### config.mk
export PLATFORM = sky130hd
export DESIGN_NAME = vcmp_predgen
export DESIGN_NICKNAME = d
export VERILOG_FILES = /design/src/rtl/vcmp_predgen.sv
export SDC_FILE = /design/constraint.sdc
export NUM_CORES = 1
export LEC_CHECK = 0
export BUFFER_PORTS_ARGS = -buffer_cell sky130_fd_sc_hd__buf_2
export CAP_MARGIN = 0
export CORE_UTILIZATION = 45
export DETAILED_ROUTE_END_ITERATION = 8
export HOLD_SLACK_MARGIN = 0.15
export PLACE_DENSITY = 0.76
export SYNTH_ARGS = -nofsm -noshare
export SYNTH_HDL_FRONTEND = slang
export SYNTH_SLANG_ARGS = --single-unit
export TNS_END_PERCENT = 5
### constraint.sdc
create_clock -name clk -period 2.39 [get_ports clk]
set_clock_uncertainty 0.1 [all_clocks]
set_input_delay 0.239 -clock clk [delete_from_list [all_inputs] [get_ports clk]]
set_output_delay 0.239 -clock clk [all_outputs]
set_load 0.01 [all_outputs]
### src/rtl/vcmp_predgen.sv
module vcmp_predgen #(
  parameter int XLEN = 32,
  parameter int NREG = 32,
  localparam int IDXW = $clog2(NREG),
  localparam int VLW  = $clog2(XLEN + 1)
) (
  input  logic            clk,
  input  logic            rst_n,
  input  logic            start,
  input  logic [2:0]      cmp_sel,
  input  logic [VLW-1:0]  vl,
  input  logic [IDXW-1:0] src_a,
  input  logic [IDXW-1:0] src_b,
  input  logic            vec_a,
  input  logic            vec_b,
  output logic [IDXW-1:0] rd_idx_a,
  input  logic [XLEN-1:0] rd_val_a,
  output logic [IDXW-1:0] rd_idx_b,
  input  logic [XLEN-1:0] rd_val_b,
  output logic            busy,
  output logic            done,
  output logic            scalar_branch,
  output logic            branch_taken,
  output logic [XLEN-1:0] pred_out
);
  localparam int ELW = $clog2(XLEN);
  localparam int SW  = ((IDXW > VLW) ? IDXW : VLW) + 1;

  logic            busy_q, done_q, sbr_q, taken_q;
  logic [2:0]      sel_q;
  logic [IDXW-1:0] base_a_q, base_b_q;
  logic            vec_a_q, vec_b_q;
  logic [VLW-1:0]  cnt_q, elem_q;
  logic [XLEN-1:0] acc_q, pred_q;

  logic [VLW-1:0]  vl_eff;
  logic [SW-1:0]   sum_a, sum_b;
  logic            hit, last, scalar_q;
  logic [XLEN-1:0] acc_next;

  assign vl_eff   = (vl > VLW'(XLEN)) ? VLW'(XLEN) : vl;
  assign scalar_q = !vec_a_q && !vec_b_q;

  assign sum_a    = SW'(base_a_q) + (vec_a_q ? SW'(elem_q) : '0);
  assign sum_b    = SW'(base_b_q) + (vec_b_q ? SW'(elem_q) : '0);
  assign rd_idx_a = IDXW'(sum_a % SW'(NREG));
  assign rd_idx_b = IDXW'(sum_b % SW'(NREG));

  always_comb begin
    case (sel_q)
      3'b000:  hit = (rd_val_a == rd_val_b);
      3'b001:  hit = (rd_val_a != rd_val_b);
      3'b100:  hit = ($signed(rd_val_a) <  $signed(rd_val_b));
      3'b101:  hit = ($signed(rd_val_a) >= $signed(rd_val_b));
      3'b110:  hit = (rd_val_a <  rd_val_b);
      3'b111:  hit = (rd_val_a >= rd_val_b);
      default: hit = 1'b0;
    endcase
  end

  assign last     = (elem_q == cnt_q - VLW'(1));
  assign acc_next = acc_q | (hit ? (XLEN'(1) << elem_q[ELW-1:0]) : '0);

  always_ff @(posedge clk or negedge rst_n) begin
    if (!rst_n) begin
      busy_q   <= 1'b0;
      done_q   <= 1'b0;
      sbr_q    <= 1'b0;
      taken_q  <= 1'b0;
      sel_q    <= '0;
      base_a_q <= '0;
      base_b_q <= '0;
      vec_a_q  <= 1'b0;
      vec_b_q  <= 1'b0;
      cnt_q    <= '0;
      elem_q   <= '0;
      acc_q    <= '0;
      pred_q   <= '0;
    end else begin
      done_q  <= 1'b0;
      sbr_q   <= 1'b0;
      taken_q <= 1'b0;
      if (!busy_q) begin
        if (start) begin
          sel_q    <= cmp_sel;
          base_a_q <= src_a;
          base_b_q <= src_b;
          vec_a_q  <= vec_a;
          vec_b_q  <= vec_b;
          elem_q   <= '0;
          acc_q    <= '0;
          pred_q   <= '0;
          if (!vec_a && !vec_b) begin
            cnt_q  <= VLW'(1);
            busy_q <= 1'b1;
          end else if (vl_eff == '0) begin
            cnt_q  <= '0;
            done_q <= 1'b1;
          end else begin
            cnt_q  <= vl_eff;
            busy_q <= 1'b1;
          end
        end
      end else begin
        acc_q  <= acc_next;
        elem_q <= elem_q + VLW'(1);
        if (last) begin
          busy_q <= 1'b0;
          done_q <= 1'b1;
          if (scalar_q) begin
            sbr_q   <= 1'b1;
            taken_q <= hit;
          end else begin
            pred_q  <= acc_next;
          end
        end
      end
    end
  end

  assign busy          = busy_q;
  assign done          = done_q;
  assign scalar_branch = sbr_q;
  assign branch_taken  = taken_q;
  assign pred_out      = pred_q;
endmodule

# After elaboration in Yosys (flattened, before gate mapping)
# Index checks and enable logic that the tools add are counted.
dict set report classes {
  n_bitwise 2
  shifts 1
  n_mul 0
  div 0
  n_addsub 4
  n_eq_ne 10
  mux 30
  reduce_logical 11
  n_lt_le_gt_ge 5
}
# op n
set op_table {}
lappend op_table {{$mux W32} 6}
lappend op_table {{$ge A32 B32 Y1} 2}
lappend op_table {{$lt A32 B32 Y1} 2}
lappend op_table {{$eq A32 B32 Y1} 1}
lappend op_table {{$ne A32 B32 Y1} 1}
lappend op_table {{$or A32 B32 Y32} 1}
lappend op_table {{$shl A1 B5 Y32 const A} 1}
lappend op_table {{$mux W6} 5}
lappend op_table {{$mux W1} 16}
lappend op_table {{$eq A3 B3 Y1 const B} 4}
lappend op_table {{$add A5 B5 Y5} 2}
lappend op_table {{$mux W5} 2}
lappend op_table {{$add A6 B1 Y6 const B} 1}
lappend op_table {{$eq A6 B6 Y1} 1}
lappend op_table {{$gt A6 B6 Y1 const B} 1}
lappend op_table {{$logic_not A6 Y1} 1}
lappend op_table {{$pmux W1 S6} 1}
lappend op_table {{$sub A6 B1 Y6 const B} 1}
lappend op_table {{$logic_not A1 Y1} 4}
lappend op_table {{$eq A3 B1 Y1 const B} 1}
lappend op_table {{$logic_not A3 Y1} 1}
lappend op_table {{$reduce_and A3 Y1} 1}
lappend op_table {{$logic_and A1 B1 Y1} 2}
lappend op_table {{$ne A2 B1 Y1 const B} 1}
lappend op_table {{4 further kinds} 4}
dict set report word_totals {
  ramBits 0
  in_bits 88
  latch_bits 0
  mem_count 0
  word_cells 76
  register_bits 95
  mem_bits_ro 0
  output_inout_bits 46
}

# Depth between registers and ports, before layout
# Gate-level depths: netlist of run 1.
dict set report depth {
  depth_word 7
  ltp_mapped 10
  ltp_nobuf 9
}

# Worst setup path after synthesis of run 1
# OpenSTA, ideal clock, no wires.
dict set report synth_path {
  kind {input to register}
  start {input rd_val_b[11]}
  end {register acc_q[22]}
  n_path_buf 1
  setup_time_ps 74
  slack_ps 90
  t_arrival_ps 2126
  path_stages 10
  path_cell_list {inv_1 -> ha_1 -> nand4_4 -> nor4_4 -> nor3_1 -> and4_4 -> a211oi_2 -> o2111ai_2 -> buf_6 -> o21ai_2}
}
dict set report synth_via {
  elab_chain_len 5
  word_cells_on_any_way 10
}
# element line_no
set synth_lines {}
lappend synth_lines {{start, declared} 19} ;# input logic [XLEN-1:0] rd_val_b,
lappend synth_lines {{$ge A32 B32 Y1, or another cell as far along} 56} ;# 3'b111: hit = (rd_val_a >= rd_val_b);
lappend synth_lines {{$pmux W1 S6 (*)} 50} ;# case (sel_q)
lappend synth_lines {{$mux W32 (*)} 62} ;# assign acc_next = acc_q | (hit ? (XLEN'(1) << elem_q[ELW-1:0]) : '0);
lappend synth_lines {{$or A32 B32 Y32 (*)} 62}
lappend synth_lines {{$mux W32 (*)} 83} ;# if (!busy_q) begin
lappend synth_lines {{end signal, assigned} 105} ;# acc_q <= acc_next;
lappend synth_lines {{end, declared} 34} ;# logic [XLEN-1:0] acc_q, pred_q;
# Every way passes the cells marked *; elsewhere a longest branch is shown, timed or not.
# A chain may end at the register's enable or synchronous reset.

# Worst setup path in the final report of run 1
dict set report layout_path {
  start {register cnt_q[0]}
  end {register pred_q[8] (netlist: pred_out[8])}
}
dict set report layout_via {
  elab_chain_len 4
}
# element line_no
set layout_lines {}
lappend layout_lines {{start, declared} 33} ;# logic [VLW-1:0] cnt_q, elem_q;
lappend layout_lines {{start signal, assigned} 100} ;# cnt_q <= vl_eff;
lappend layout_lines {{$sub A6 B1 Y6} 61} ;# assign last = (elem_q == cnt_q - VLW'(1));
lappend layout_lines {{$eq A6 B6 Y1} 61}
lappend layout_lines {{$ne A2 B1 Y1 (no line)} -}
lappend layout_lines {{$reduce_and A3 Y1 (no line)} -}
lappend layout_lines {{end signal, assigned} 114} ;# pred_q <= acc_next;
lappend layout_lines {{end, declared} 34}
# No other way between the ends.

==> results of run 1 <==
==> area by class of cell <==
cell class,count,area share (%)
clock buffers,9,3.021
clock inverters,7,0.7385
inverters,52,2.618
multi-input cells,435,41.84
flip-flops and latches,95,31.91
well taps,172,2.887
repair buffers,197,16.99
==> sequential cells by signal (all words and copies together), names as in the netlist <==
name           cells
sel_q              3
busy               1
cnt_q              6
base_a_q           5
scalar_branch      1
acc_q             32
elem_q             6
vec_a_q            1
base_b_q           5
vec_b_q            1
done               1
pred_out          32
branch_taken       1
==> metal layers <==
| metal | up-vias | share of wire, % | GRT usage (%) |
|---|---|---|---|
| li1 | 2499 | - | - |
| met1 | 2452 | 42 | 27.27 |
| met2 | 135 | 52 | 39.88 |
| met3 | 21 | 4.6 | 4.797 |
| met4 | 0 | 1.7 | 6.580 |
| met5 | - | 0 | 0 |
==> critical path: cells and delay by family (launching register included) <==
kind	cells	cell delay [ps]
AO/OA/AOI/OAI	4	720
XOR/XNOR	1	140
adder cells (fa/ha/maj)	1	300
buffers and inverters	2	270
flip-flops	1	380
AND/OR/NAND/NOR	2	420
==> cell families after synthesis <==
kind of cell               after synthesis  share of synthesized area [%]
buffers and inverters                   82                          6.272
adders and majority gates               49                          10.86
DFF                                     95                          41.09
muxes                                   16                          3.093
xor gates and xnor gates                16                          2.422
and+or+nand+nor                        186                          17.28
AOI/OAI and AO/OA                      168                          18.99
==> per-stage QoR <==
stage	utilization [%]	TNS, ps
floorplan	-	0
global placement	54.23	-3798
detailed placement	54.23	-9895
finish	59.31	-68.85
CTS	58.89	-251.3
global route	59.31	-5051
==> how the worst max path moves through the flow <==
| stage | cells past startpoint | slack, ps | end |
|---|---|---|---|
| final | 10 | -30 | pred_out[8]$_DFFE_PN0P_ |
| after global routing | 10 | -200 | pred_out[19]$_DFFE_PN0P_ |
| after CTS | 8 | -40 | pred_out[26]$_DFFE_PN0P_ |
| after detailed placement | 12 | -250 | acc_q[20]$_DFFE_PN0P_ |
| after global placement | 12 | -140 | acc_q[20]$_DFFE_PN0P_ |
| after floorplan | 10 | 90 | acc_q[22]$_DFFE_PN0P_ |
==> timing repair <==
item	in CTS	in global routing
setup buffers	3	1
setup endpoints to repair	34	39
pin swaps	1	4
hold buffers	27	0
hold endpoints to repair	119	0
resized for setup	5	10
==> cells in the mapped netlist, types with 3 or more instances <==
cell type  number  area (um2)
nor3_1          3       15.01
mux2_2         15       168.9
o21ai_2        33       289.0
a31oi_1         3       18.77
dfrtp_1        95        2377
nand4_1         6       37.54
nand2_1        82       307.8
xor2_1          5       43.79
buf_6           6       67.56
nand3_1        17       85.08
a21o_1          7       52.55
ha_1           47       588.1
nor2_1         15       56.30
o21ai_1        27       135.1
xnor2_1        11       96.34
and3_1         32       200.2
inv_1          52       195.2
clkbuf_1       13       48.80
nand2b_1        5       31.28
o21ai_0        16       80.08
and2_1          7       43.79
buf_2           8       40.04
o211ai_1        4       30.03
a21oi_1        56       280.3
buf_1           3       11.26
nor2b_1         7       43.79
o31ai_1         6       45.04
==> power groups by stage <==
stage / clock network, W / registers [W] / logic [W]
after detailed placement: 0 / 0.00256 / 0.00392
after CTS: 0.00140 / 0.00252 / 0.00405
final: 0.00136 / 0.00252 / 0.00411
after global routing: 0.00146 / 0.00258 / 0.00456
after floorplan: 0 / 0.00256 / 0.00260
after global placement: 0 / 0.00253 / 0.00379
==> results.yml, run 1 <==
global_routing:
  antenna_found_initial: 0
  overflow: 0
  grt_usage_pct: 22.46
  grt_pass1_vias: 5158
  grt_max_degree: 96
  grt_pass1_wl_um: 23690
status:
  outcome: "finished, violations left"
  violations: "setup timing"
setup_path:
  slowest_stage: "dfrtp_1"
  critPathRequiredTime_ps: 2550
  r2r-end: "pred_out[8]$_DFFE_PN0P_"
  end_kind: "flip-flop"
  path_cells: "inv_1 > ha_1 > xor2_1 > o211ai_1 > nor3_4 > nand4b_4 > a211oi_2 > o2111ai_2 > buf_12 > o21ai_1"
  ff2ff_setup_slack_ps: -30
  max_stage_delay_ps: 380
  ff2ff_path_depth: 10
  startpoint_type: "flip-flop"
  crit_fanout: 30
  critical_path_class: "flip-flop to flip-flop"
  r2r_start: "cnt_q[0]$_DFFE_PN0P_"
  cp.arrival_ps: 2590
  startpoint: "cnt_q[0]$_DFFE_PN0P_"
die:
  rows: 41
  die_width_um: 115.4
  io-pin-count: 134
  fp.dieH_um: 115.4
  start_util_pct: 46.03
  core_um2: 12570
  die_area_um2: 13310
timing:
  hold_viol: 0
  drv_slew: 0
  fmax_mhz: 412.4
  final.period_utilization_pct: 101.5
  setup_ws_ps: -34.69
  tightest_slew_ps: 616.1
  rsz0062_at_grt: "true"
  min_period_ps: 2425
  hold_ws_ps: 370.9
  relSlewSlack_pct: 58.84
  setup_viol: 6
power_and_ir_drop:
  power.share.clock_pct: 17.0
  p_int_w: 0.004639
  power.total_w: 0.007990
  p_per_area_nw_per_um2: 1072
  p_leak_nw: 3.810
  power.switching_w: 0.003351
  p_seq_share_pct: 31.5
  swShare_pct: 41.94
  irDropWorstVdd_mv: 0.6330
  p_comb_share_pct: 51.5
clock_network:
  numCtsBuffers: 9
  clockRootBuffer: "clkbuf_16"
  cts_num_sinks: 95
  cts_tree: "built"
  cts_max_level: 3
  clock_latency_ps: 350
  clock_tree.buffer_depth: 2
  clkSlewWorstSetupHoldPaths_ps: 70
route:
  wl_per_cell_um: 14.54
  first_pass_iters: 4
  via_per_inst: 5.281
  drc: 0
  wirelength_um: 14060
  drt-initial-drc-count: 311
  via_count: 5107
  antenna_violating_nets_post_route: 0
logic_synthesis:
  syn_nets: 749
  netlist_area_um2: 5786
  ys_warn_count: 0
  synth-edff-count: 0
  synth_seq_cells: 95
  async_flop_share_pct: 100.0
  netlist_instances: 612
  synthFlopType: "dfrtp_1"
  synth.distinct_cells: 52
  synth.yosys.seq_area_share_pct: 41.09
  avgSynthCellArea_um2: 9.454
layout:
  layout_common_cells: "buf_2, dfrtp_1, nand2_1"
  layout.cells.non_filler: 967
  multi_input_comb_area_um2: 3119
  fillCellCount: 1086
  final_nets: 927
  finish.instance_area_um2: 7455
  area_growth_pct: 28.85
  seqCellArea_um2: 2379
  final_common_cell: "buf_2"
  drive_gt1_share_pct: 33.58
  num_antenna_cells: 0
run:
  max-cap-violations: 0
place:
  post-place-ws_ps: -254.4
  dpl.hpwl_um: 10310
  io_buffers: 133
  dp.cells: 920
  gp_congestion: 0.8139
  place_area_um2: 6815
worst_hold_path:
  hold_path.class: "input port to async pin"
Power figures use the tool's default switching activity.
==> run 2: changes to the inputs <==
- BUFFER_PORTS_ARGS: -buffer_cell sky130_fd_sc_hd__buf_2 -> default
- CELL_PAD_IN_SITES_DETAIL_PLACEMENT: default -> 0
- CELL_PAD_IN_SITES_GLOBAL_PLACEMENT: default -> 1
- CORE_UTILIZATION: 45 -> 44
- DONT_BUFFER_PORTS: default -> 1
- PLACE_DENSITY: 0.76 -> 0.82
- SKIP_LAST_GASP: default -> 1
==> run 2 against run 1 <==
The run ends with hold timing left. Sequential power increased by 6%. Flip-flop and latch count did not move. Die area rose by 2.2%. Critical path type unchanged. Largest cell class unchanged. Highest routed layer unchanged.
==> results.yml, run 2 (synthesis gave the netlist of run 1 again) <==
power_and_ir_drop:
  power.total_w: 0.007687
  power.share.clock_pct: 19.3
  p_int_w: 0.004505
  p_seq_share_pct: 34.5
  p_per_area_nw_per_um2: 1131
  p_leak_nw: 3.253
  irDropWorstVdd_mv: 0.6206
  swShare_pct: 41.39
  power.switching_w: 0.003182
  p_comb_share_pct: 46.2
timing:
  setup_viol: 0
  hold_viol: 95
  drv_slew: 0
  relSlewSlack_pct: 64.95
  tightest_slew_ps: 524.7
  rsz0062_at_grt: "true"
  final.period_utilization_pct: 99.18
  hold_ws_ps: -521.6
  fmax_mhz: 421.9
  tns_ps: 0
  min_period_ps: 2370
clock_network:
  clockRootBuffer: "clkbuf_16"
  numCtsBuffers: 9
  clock_tree.buffer_depth: 2
  cts_num_sinks: 95
  cts_tree: "built"
  cts_max_level: 3
  cts_setup_buffers: 0
  cts_hold_buf: 27
  clkSlewWorstSetupHoldPaths_ps: 70
  clock_latency_ps: 350
status:
  outcome: "finished, violations left"
  violations: "hold timing"
route:
  via_count: 4537
  wirelength_um: 13470
  first_pass_iters: 4
  drt-initial-drc-count: 250
  wl_per_cell_um: 16.15
  antenna_violating_nets_post_route: 0
  via_per_inst: 5.440
  drc: 0
worst_hold_path:
  hold_path.class: "input port to async pin"
layout:
  final_util_pct: 53.42
  final_common_cell: "dfrtp_1"
  drive_gt1_share_pct: 19.34
  final_nets: 794
  area_growth_pct: 17.47
  layout_common_cells: "dfrtp_1, nand2_1, a21oi_1"
  num_antenna_cells: 0
die:
  die_width_um: 116.7
  core_um2: 12720
  io-pin-count: 134
  rows: 41
  fp.dieH_um: 116.7
  die_area_um2: 13610
  start_util_pct: 45.48
setup_path:
  cp.arrival_ps: 2550
  path_cells: "or3_4 > o31ai_2 > o311a_2 > nand4b_4 > a211oi_2 > o2111ai_2 > buf_12 > o21ai_1"
  end_kind: "flip-flop"
  slowest_stage: "or3_4"
  critical_path_class: "flip-flop to flip-flop"
  critPathRequiredTime_ps: 2570
  max_stage_delay_ps: 420
  startpoint_type: "flip-flop"
  crit_fanout: 30
global_routing:
  grt_pass1_vias: 4687
  antenna_found_initial: 0
  grt_pass1_wl_um: 22350
  grt_usage_pct: 21.17
  grt_max_degree: 96
  overflow: 0
place:
  gp_congestion: 0.8315
  io_buffers: 0
  dpl.hpwl_um: 9489
run:
  max-cap-violations: 0
[run 2: cell types whose count changed in the layout (fill, tap and decap cells not counted), moves of 2 or more]
cell,delta
a21oi_2,-2
nand2_2,-2
nand2_1,+2
xnor2_2,+2
clkinv_2,-2
fa_1,+2
buf_2,-132
fa_2,-2
a21oi_1,+2
xnor2_1,-2
buf_4,-2
[run 2: final timing paths]
| path | endpoint | slack, ps | start | depth (start not counted) |
|---|---|---|---|---|
| min in group clk | busy$_DFF_PN0_ | 180 | vl[5] | 3 |
| hold / removal | pred_out[17]$_DFFE_PN0P_ | -520 | rst_n | 0 |
| setup reg to reg | pred_out[31]$_DFFE_PN0P_ | 20 | cnt_q[1]$_DFFE_PN0P_ | 8 |
| max in group asynchronous | elem_q[0]$_DFFE_PN0P_ | 2590 | rst_n | 0 |
| hold reg to reg | acc_q[6]$_DFFE_PN0P_ | 380 | acc_q[6]$_DFFE_PN0P_ | 2 |
| setup / recovery | pred_out[31]$_DFFE_PN0P_ | 20 | cnt_q[1]$_DFFE_PN0P_ | 8 |
[run 2: power groups by stage]
| stage | Clock, W | Sequential [W] | Combinational [W] |
|---|---|---|---|
| after floorplan | 0 | 0.00256 | 0.00260 |
| after global placement | 0 | 0.00266 | 0.00335 |
| after detailed placement | 0 | 0.00269 | 0.00344 |
| final | 0.00148 | 0.00266 | 0.00355 |
| after global routing | 0.00160 | 0.00273 | 0.00394 |
| after CTS | 0.00151 | 0.00266 | 0.00352 |
[run 2: worst max-delay path, delay by kind of cell, from the launching register on]
kind	cells	cell delay [ps]
buffers and inverters	1	210
and+or+nand+nor	2	550
AOI/OAI and AO/OA	5	1020
DFF	1	400
[run 2: what timing repair did]
action                                  in CTS  in global routing
endpoints found under the hold margin      122                 95
endpoints found under the setup margin      24                 34
resized for setup                            2                  5
pin swaps                                    3                  0
[run 2: through the flow]
step	setup WS, ps	cells	instance area [um2]
global route	-96.22	834	6797
floorplan	89.72	612	5786
CTS	-29.22	834	6775
detailed placement	-209.0	791	6190
global placement	-121.2	791	6190
finish	19.61	834	6797
[run 2: cell type report]
cell class,count,area (um2)
fillers,1187,5926
clock inverters,5,63.81
repair buffers,64,610.6
flip-flops and latches,95,2379
inverters,52,195.2
multi-input cells,435,3090
well taps,172,215.2
clock buffers,11,242.7
[run 2: per-layer routing]
layer / GRT usage [%] / vias up / wire, um
li1: - / 2224 / -
met1: 25.82 / 2192 / 5781
met2: 37.48 / 112 / 6912
met3: 5.138 / 9 / 652
met4: 5.232 / 0 / 121
met5: 0 / - / 0
